## config.mk

```make
export PLATFORM = sky130hd
export DESIGN_NAME = llsc_monitor
export DESIGN_NICKNAME = d
export VERILOG_FILES = /design/src/rtl/llsc_pkg.sv /design/src/rtl/llsc_rsv_slot.sv /design/src/rtl/llsc_word_mem.sv /design/src/rtl/llsc_rsp_stage.sv /design/src/rtl/llsc_monitor.sv
export SDC_FILE = /design/constraint.sdc
export NUM_CORES = 2
export LEC_CHECK = 0
export BUFFER_PORTS_ARGS = -buffer_cell sky130_fd_sc_hd__buf_2
export CAP_MARGIN = 20
export CORE_MARGIN = 5
export CORE_UTILIZATION = 25
export DETAILED_ROUTE_END_ITERATION = 12
export GPL_TIMING_DRIVEN = 1
export PLACE_DENSITY = 0.48
export SLEW_MARGIN = 20
export SYNTH_ARGS = -nofsm -noshare
export SYNTH_HDL_FRONTEND = slang
export SYNTH_SLANG_ARGS = --single-unit
```

## constraint.sdc

```tcl
create_clock -name clk -period 4.95 [get_ports clk]
set_input_delay 0.2475 -clock clk [delete_from_list [all_inputs] [get_ports clk]]
set_output_delay 0.2475 -clock clk [all_outputs]
set_load 0.05 [all_outputs]
```

## src/rtl/llsc_pkg.sv

```systemverilog
package llsc_pkg;
   typedef enum logic [1:0] {
      OP_READ  = 2'd0,
      OP_WRITE = 2'd1,
      OP_LL    = 2'd2,
      OP_SC    = 2'd3
   } llsc_op_e;
endpackage

```

## src/rtl/llsc_rsv_slot.sv

```systemverilog
module llsc_rsv_slot #(
   parameter int ADDR_W = 6
) (
   input  logic              clk,
   input  logic              rst_n,
   input  logic              set_i,
   input  logic [ADDR_W-1:0] set_addr_i,
   input  logic              clr_own_i,
   input  logic              kill_i,
   input  logic              snoop_i,
   input  logic [ADDR_W-1:0] snoop_addr_i,
   output logic              rsv_valid_o,
   output logic [ADDR_W-1:0] rsv_addr_o
);
   logic              valid_q;
   logic [ADDR_W-1:0] addr_q;
   logic              snoop_hit;

   assign snoop_hit = snoop_i && valid_q && (addr_q == snoop_addr_i);

   always_ff @(posedge clk) begin
      if (!rst_n) begin
         valid_q <= 1'b0;
         addr_q  <= '0;
      end else if (kill_i) begin
         valid_q <= 1'b0;
      end else if (set_i) begin
         valid_q <= 1'b1;
         addr_q  <= set_addr_i;
      end else if (clr_own_i || snoop_hit) begin
         valid_q <= 1'b0;
      end
   end

   assign rsv_valid_o = valid_q;
   assign rsv_addr_o  = addr_q;


   switch_clears_chk: assert property (@(posedge clk) disable iff (!rst_n)
      kill_i |=> !rsv_valid_o);

   ll_records_chk: assert property (@(posedge clk) disable iff (!rst_n)
      (set_i && !kill_i) |=> (rsv_valid_o && rsv_addr_o == $past(set_addr_i)));

   sc_drops_own_chk: assert property (@(posedge clk) disable iff (!rst_n)
      (clr_own_i && !set_i) |=> !rsv_valid_o);
endmodule

```

## src/rtl/llsc_word_mem.sv

```systemverilog
module llsc_word_mem #(
   parameter int ADDR_W    = 6,
   parameter int DATA_W    = 16,
   parameter bit MEM_RESET = 1'b1,
   localparam int DEPTH    = 1 << ADDR_W
) (
   input  logic              clk,
   input  logic              rst_n,
   input  logic              we_i,
   input  logic              re_i,
   input  logic [ADDR_W-1:0] addr_i,
   input  logic [DATA_W-1:0] wdata_i,
   output logic [DATA_W-1:0] rdata_o
);
   logic [DATA_W-1:0] mem [DEPTH];
   logic [DATA_W-1:0] rdata_q;

   generate
      if (MEM_RESET) begin : g_rst_mem
         always_ff @(posedge clk) begin
            if (!rst_n) begin
               for (int i = 0; i < DEPTH; i++) mem[i] <= '0;
            end else if (we_i) begin
               mem[addr_i] <= wdata_i;
            end
         end
      end else begin : g_plain_mem
         always_ff @(posedge clk) begin
            if (we_i) mem[addr_i] <= wdata_i;
         end
      end
   endgenerate

   always_ff @(posedge clk) begin
      if (!rst_n)    rdata_q <= '0;
      else if (re_i) rdata_q <= mem[addr_i];
   end

   assign rdata_o = rdata_q;


   write_lands_chk: assert property (@(posedge clk) disable iff (!rst_n)
      we_i |=> (mem[$past(addr_i)] == $past(wdata_i)));
endmodule

```

## src/rtl/llsc_rsp_stage.sv

```systemverilog
module llsc_rsp_stage (
   input  logic clk,
   input  logic rst_n,
   input  logic req_i,
   input  logic sc_fail_i,
   output logic rsp_valid_o,
   output logic rsp_fail_o
);
   always_ff @(posedge clk) begin
      if (!rst_n) begin
         rsp_valid_o <= 1'b0;
         rsp_fail_o  <= 1'b0;
      end else begin
         rsp_valid_o <= req_i;
         rsp_fail_o  <= req_i && sc_fail_i;
      end
   end


   rsp_follows_chk: assert property (@(posedge clk) disable iff (!rst_n)
      req_i |=> rsp_valid_o);

   no_spurious_rsp_chk: assert property (@(posedge clk) disable iff (!rst_n)
      !req_i |=> !rsp_valid_o);
endmodule

```

## src/rtl/llsc_monitor.sv

```systemverilog
module llsc_monitor
   import llsc_pkg::*;
#(
   parameter int  NUM_CTX   = 4,
   parameter int  ADDR_W    = 6,
   parameter int  DATA_W    = 16,
   parameter bit  MEM_RESET = 1'b1,
   localparam int CTX_W     = (NUM_CTX > 1) ? $clog2(NUM_CTX) : 1
) (
   input  logic               clk,
   input  logic               rst_n,
   input  logic               req_valid,
   input  logic [1:0]         req_op,
   input  logic [CTX_W-1:0]   req_ctx,
   input  logic [ADDR_W-1:0]  req_addr,
   input  logic [DATA_W-1:0]  req_wdata,
   input  logic [NUM_CTX-1:0] ctx_switch,
   output logic               rsp_valid,
   output logic [DATA_W-1:0]  rsp_rdata,
   output logic               rsp_sc_fail
);
   generate
      if (NUM_CTX < 2)  begin : g_bad_ctx  $error("NUM_CTX must be at least 2"); end
      if (ADDR_W < 1 || ADDR_W > 12) begin : g_bad_addr $error("ADDR_W out of range"); end
      if (DATA_W < 1)   begin : g_bad_data $error("DATA_W must be positive"); end
   endgenerate

   llsc_op_e          op;
   logic              ctx_ok;
   logic              is_rd, is_wr, is_ll, is_sc;
   logic              own_valid, own_switch, sc_ok, mem_we;
   logic [ADDR_W-1:0] own_addr;
   logic [NUM_CTX-1:0]              rsv_valid;
   logic [NUM_CTX-1:0][ADDR_W-1:0]  rsv_addr;

   assign op     = llsc_op_e'(req_op);
   assign ctx_ok = (32'(req_ctx) < NUM_CTX);
   assign is_rd  = req_valid && (op == OP_READ);
   assign is_wr  = req_valid && (op == OP_WRITE);
   assign is_ll  = req_valid && ctx_ok && (op == OP_LL);
   assign is_sc  = req_valid && (op == OP_SC);

   always_comb begin
      own_valid  = 1'b0;
      own_addr   = '0;
      own_switch = 1'b0;
      for (int c = 0; c < NUM_CTX; c++) begin
         if (32'(req_ctx) == c) begin
            own_valid  = rsv_valid[c];
            own_addr   = rsv_addr[c];
            own_switch = ctx_switch[c];
         end
      end
   end

   assign sc_ok  = is_sc && own_valid && !own_switch && (own_addr == req_addr);
   assign mem_we = is_wr || sc_ok;

   generate
      for (genvar c = 0; c < NUM_CTX; c++) begin : g_slot
         llsc_rsv_slot #(.ADDR_W(ADDR_W)) u_slot (
            .clk          (clk),
            .rst_n        (rst_n),
            .set_i        (is_ll && (32'(req_ctx) == c)),
            .set_addr_i   (req_addr),
            .clr_own_i    (is_sc && (32'(req_ctx) == c)),
            .kill_i       (ctx_switch[c]),
            .snoop_i      (mem_we),
            .snoop_addr_i (req_addr),
            .rsv_valid_o  (rsv_valid[c]),
            .rsv_addr_o   (rsv_addr[c])
         );
      end
   endgenerate

   llsc_word_mem #(
      .ADDR_W(ADDR_W), .DATA_W(DATA_W), .MEM_RESET(MEM_RESET)
   ) u_mem (
      .clk     (clk),
      .rst_n   (rst_n),
      .we_i    (mem_we),
      .re_i    (is_rd || (req_valid && op == OP_LL)),
      .addr_i  (req_addr),
      .wdata_i (req_wdata),
      .rdata_o (rsp_rdata)
   );

   llsc_rsp_stage u_rsp (
      .clk         (clk),
      .rst_n       (rst_n),
      .req_i       (req_valid),
      .sc_fail_i   (is_sc && !sc_ok),
      .rsp_valid_o (rsp_valid),
      .rsp_fail_o  (rsp_sc_fail)
   );

   // Checker state: the last committed write and the reservations still naming it.
   logic              we_q;
   logic [ADDR_W-1:0] we_addr_q;
   logic [NUM_CTX-1:0] stale_hits;

   always_ff @(posedge clk) begin
      if (!rst_n) begin
         we_q      <= 1'b0;
         we_addr_q <= '0;
      end else begin
         we_q      <= mem_we;
         we_addr_q <= req_addr;
      end
   end

   always_comb begin
      for (int c = 0; c < NUM_CTX; c++)
         stale_hits[c] = rsv_valid[c] && (rsv_addr[c] == we_addr_q);
   end


   write_kills_rsv_chk: assert property (@(posedge clk) disable iff (!rst_n)
      we_q |-> (stale_hits == '0));

   fail_no_store_chk: assert property (@(posedge clk) disable iff (!rst_n)
      (is_sc && !own_valid) |-> !mem_we);
endmodule

```

==> results.py <==
metrics = {
    "run_status": {
        "status": "finished with violations",
        "violations": "design-rule violations",
    },
    "placed_design": {
        "place.gp.congestion": 0.9178,
        "portBuffers": 50,
        "hpwlAfterDp_um": 142200,
    },
    "cells_and_area": {
        "fillerInstances": 19110,
        "fin_nets": 3938,
        "drive_gt1_share_pct": 19.64,
        "syn_to_final_growth_pct": 18.88,
    },
    "synth": {
        "synth_cell_types": 69,
        "synth_commonest_cells": "nor2_1, edfxtp_1, nand2_1",
        "synth_largest_area_cell": "edfxtp_1",
        "syn_inst": 3776,
        "synth.most_common_cell": "nor2_1",
        "synth-xor-area-share_pct": 0.5555,
        "yosys.area_share.simple_pct": 12.34,
        "syn_area_per_cell_um2": 12.53,
        "synth_compound_area_share_pct": 8.740,
        "synth_fa_ha_area_share_pct": 0,
        "async_flop_share_pct": 0,
        "synth_mux_area_share_pct": 8.529,
        "ys_top_cells_by_area": "edfxtp_1, nor2_1, mux4_2",
        "synth_nets": 3809,
        "synth_top_family_by_area": "simple AND/OR/NAND/NOR gates",
        "syn_area_um2": 47300,
        "synth_warnings": 0,
        "seq_area_frac_synth_pct": 66.96,
        "ys_dominant_reg_cell": "edfxtp_1",
        "synth_top_area_share_pct": 65.01,
        "synth_enable_flop_cells": 1024,
        "ys_seq_elements": 1070,
    },
    "timing": {
        "fmax_ghz": 0.2552,
        "slew_viol_final": 0,
        "tightest_slew_ps": 1171,
        "slew_headroom_pct": 21.75,
        "post-route-period-util_pct": 79.15,
        "hold_viol_final": 0,
        "finalSetupViolCount": 0,
        "tns_ps": 0,
        "rsz0062_at_grt": "no",
        "final.min_clock_period_ps": 3918,
        "final.setup_skew_ps": 34.49,
        "worst_hold_slack_ps": 25.95,
    },
    "setup_path": {
        "reg2reg_from": "g_slot[2].u_slot.rsv_addr_o[1]",
        "critPathLaunchType": "flip-flop",
        "critPathBufInv": 2,
        "cp_slowest_cell": "nor4_4",
        "slowest_delay_ps": 590,
        "crit_path_frequent_cell": "buf_4",
        "r2r_setup_slack_ps": 1030,
        "end_kind": "flip-flop",
        "worstPathCellList": "mux4_2 > xnor2_1 > nand4_1 > nor4_4 > buf_4 > a31oi_4 > o21ai_2 > buf_4",
        "cp_max_fo": 23,
        "critPathTopFamily": "compound AO/OA/AOI/OAI gates",
        "cp.arrival_ps": 4360,
        "crit_type": "flip-flop to flip-flop",
        "crit_required_ps": 5390,
        "setup.worst_path.start": "g_slot[2].u_slot.rsv_addr_o[1]",
    },
    "power": {
        "ir_drop_v": 0.0002618,
        "leakagePower_nw": 17.33,
        "power_density_nw_per_um2": 378.7,
    },
    "floorplanning": {
        "start_util_pct": 25.16,
        "rows": 159,
        "fp.dieW_um": 445.0,
        "die_area_um2": 198000,
        "die_h_um": 445.0,
        "core_um2": 188000,
        "io_pins": 51,
    },
    "clocking": {
        "clkSlewWorstSetupHoldPaths_ps": 60,
        "hold_buffers": 12,
        "cts-root-buf": "clkbuf_16",
        "cts_resized": 0,
        "cts.sinks": 1070,
        "numCtsBuffers": 114,
        "h-tree-depth": 3,
        "cts_setup_buffers": 0,
        "cts_tree": "built",
        "cts_buffer_depth": 3,
        "clock_latency_ps": 770,
    },
    "grt": {
        "grt_first_pass_wirelength_um": 288800,
        "grt_overflow": 0,
        "antenna_found_initial": 9,
        "grtUsageTotal_pct": 20.94,
        "grt_max_degree": 99,
        "grt_pass1_vias": 33610,
    },
    "detailed_routing": {
        "drtIter0Drc": 5439,
        "drt_drc_violations_left": 1,
        "antenna_left": 0,
        "dr.pass1.iters": 10,
        "drt-total-wl_um": 213900,
        "via_per_inst": 5.488,
        "dr_total_vias": 35710,
        "wire_per_inst_um": 32.86,
    },
    "job": {
        "maxCapViolCount": 0,
    },
    "worst_hold_path": {
        "hp-class": "primary input to flip-flop",
        "hold_start": "req_addr[1]",
    },
}
==> worst paths after layout <==
path / end / cells after the start
max: u_mem.mem[27][12] / 8
min: g_slot[0].u_slot.rsv_addr_o[1] / 3
max reg2reg: u_mem.mem[27][12] / 8
min reg2reg: g_slot[1].u_slot.rsv_addr_o[4] / 2
==> cell type report <==
cell class              instances  area [um^2]  share of cell area [%]
diodes                         11        27.53                 0.04895
clock buffers                 146         3219                   5.725
clock inverters                67        590.6                   1.050
inverters                       9        33.78                 0.06008
multi-input cells            2374        14950                   26.59
flip-flops and latches       1070        31670                   56.32
well taps                    2495         3122                   5.552
repair buffers                336         2613                   4.646
==> per-layer routing <==
layer / track usage [%] / up-vias / wire length [um]
li1: - / 14200 / -
met1: 28.57 / 18500 / 84960
met2: 31.49 / 2520 / 93260
met3: 5.445 / 485 / 24740
met4: 9.000 / 4 / 10900
met5: 0 / - / 25
==> worst register-to-register path, stage by stage (launching register included) <==
cell and delay [ps]:
dfxtp_1 350, mux4_2 480, xnor2_1 200, nand4_1 180, nor4_4 590, buf_4 530
a31oi_4 450, o21ai_2 570, buf_4 270
==> metrics by stage <==
step	util (%)	power (W)	cell area [um^2]	instances	setup slack, ps
4_1_cts	29.89	0.02130	56200	6497	1056
3_5_place_dp	27.80	0.01259	52270	6272	765.0
5_1_grt	29.90	0.02180	56200	6498	904.1
3_3_place_gp	27.79	0.01258	52250	6271	708.8
6_report	29.91	0.02129	56230	6508	1032
2_1_floorplan	-	0.01154	47300	3776	1069
==> report_power, final <==
group          internal, W  leakage (nW)  total [W]  switching [W]
clock network      0.00497          1.86    0.00881        0.00384
logic             0.000557          5.38    0.00199        0.00143
registers           0.0103          10.1     0.0105       0.000157
==> cells in the final DEF, fill, tap and decap left out, types with 66 or more instances in the layout <==
cell	count
a221oi_1	110
a22oi_1	72
buf_4	261
clkbuf_16	119
edfxtp_1	1024
mux2_2	66
mux2i_1	115
mux4_2	95
nand2_1	269
nor2_1	1080
o21ai_0	94
==> cell families (layout without fill, tap and decap cells) <==
kind of cell              Yosys count  after routing
and+or+nand+nor                  1476           1476
DFF                              1070           1070
AOI/OAI and AO/OA                 592            592
buffers and inverters             332            558
muxes                             276            276
xor gates and xnor gates           30             30
other                               0             11
==> sequential cells by signal (all words and copies together) (netlist names) <==
name                       count
g_slot.u_slot.rsv_addr_o      24
g_slot.u_slot.rsv_valid_o      4
u_mem.mem                   1024
u_mem.rdata_o                 16
u_rsp.rsp_fail_o               1
u_rsp.rsp_valid_o              1
Power figures use the tool's default switching activity.
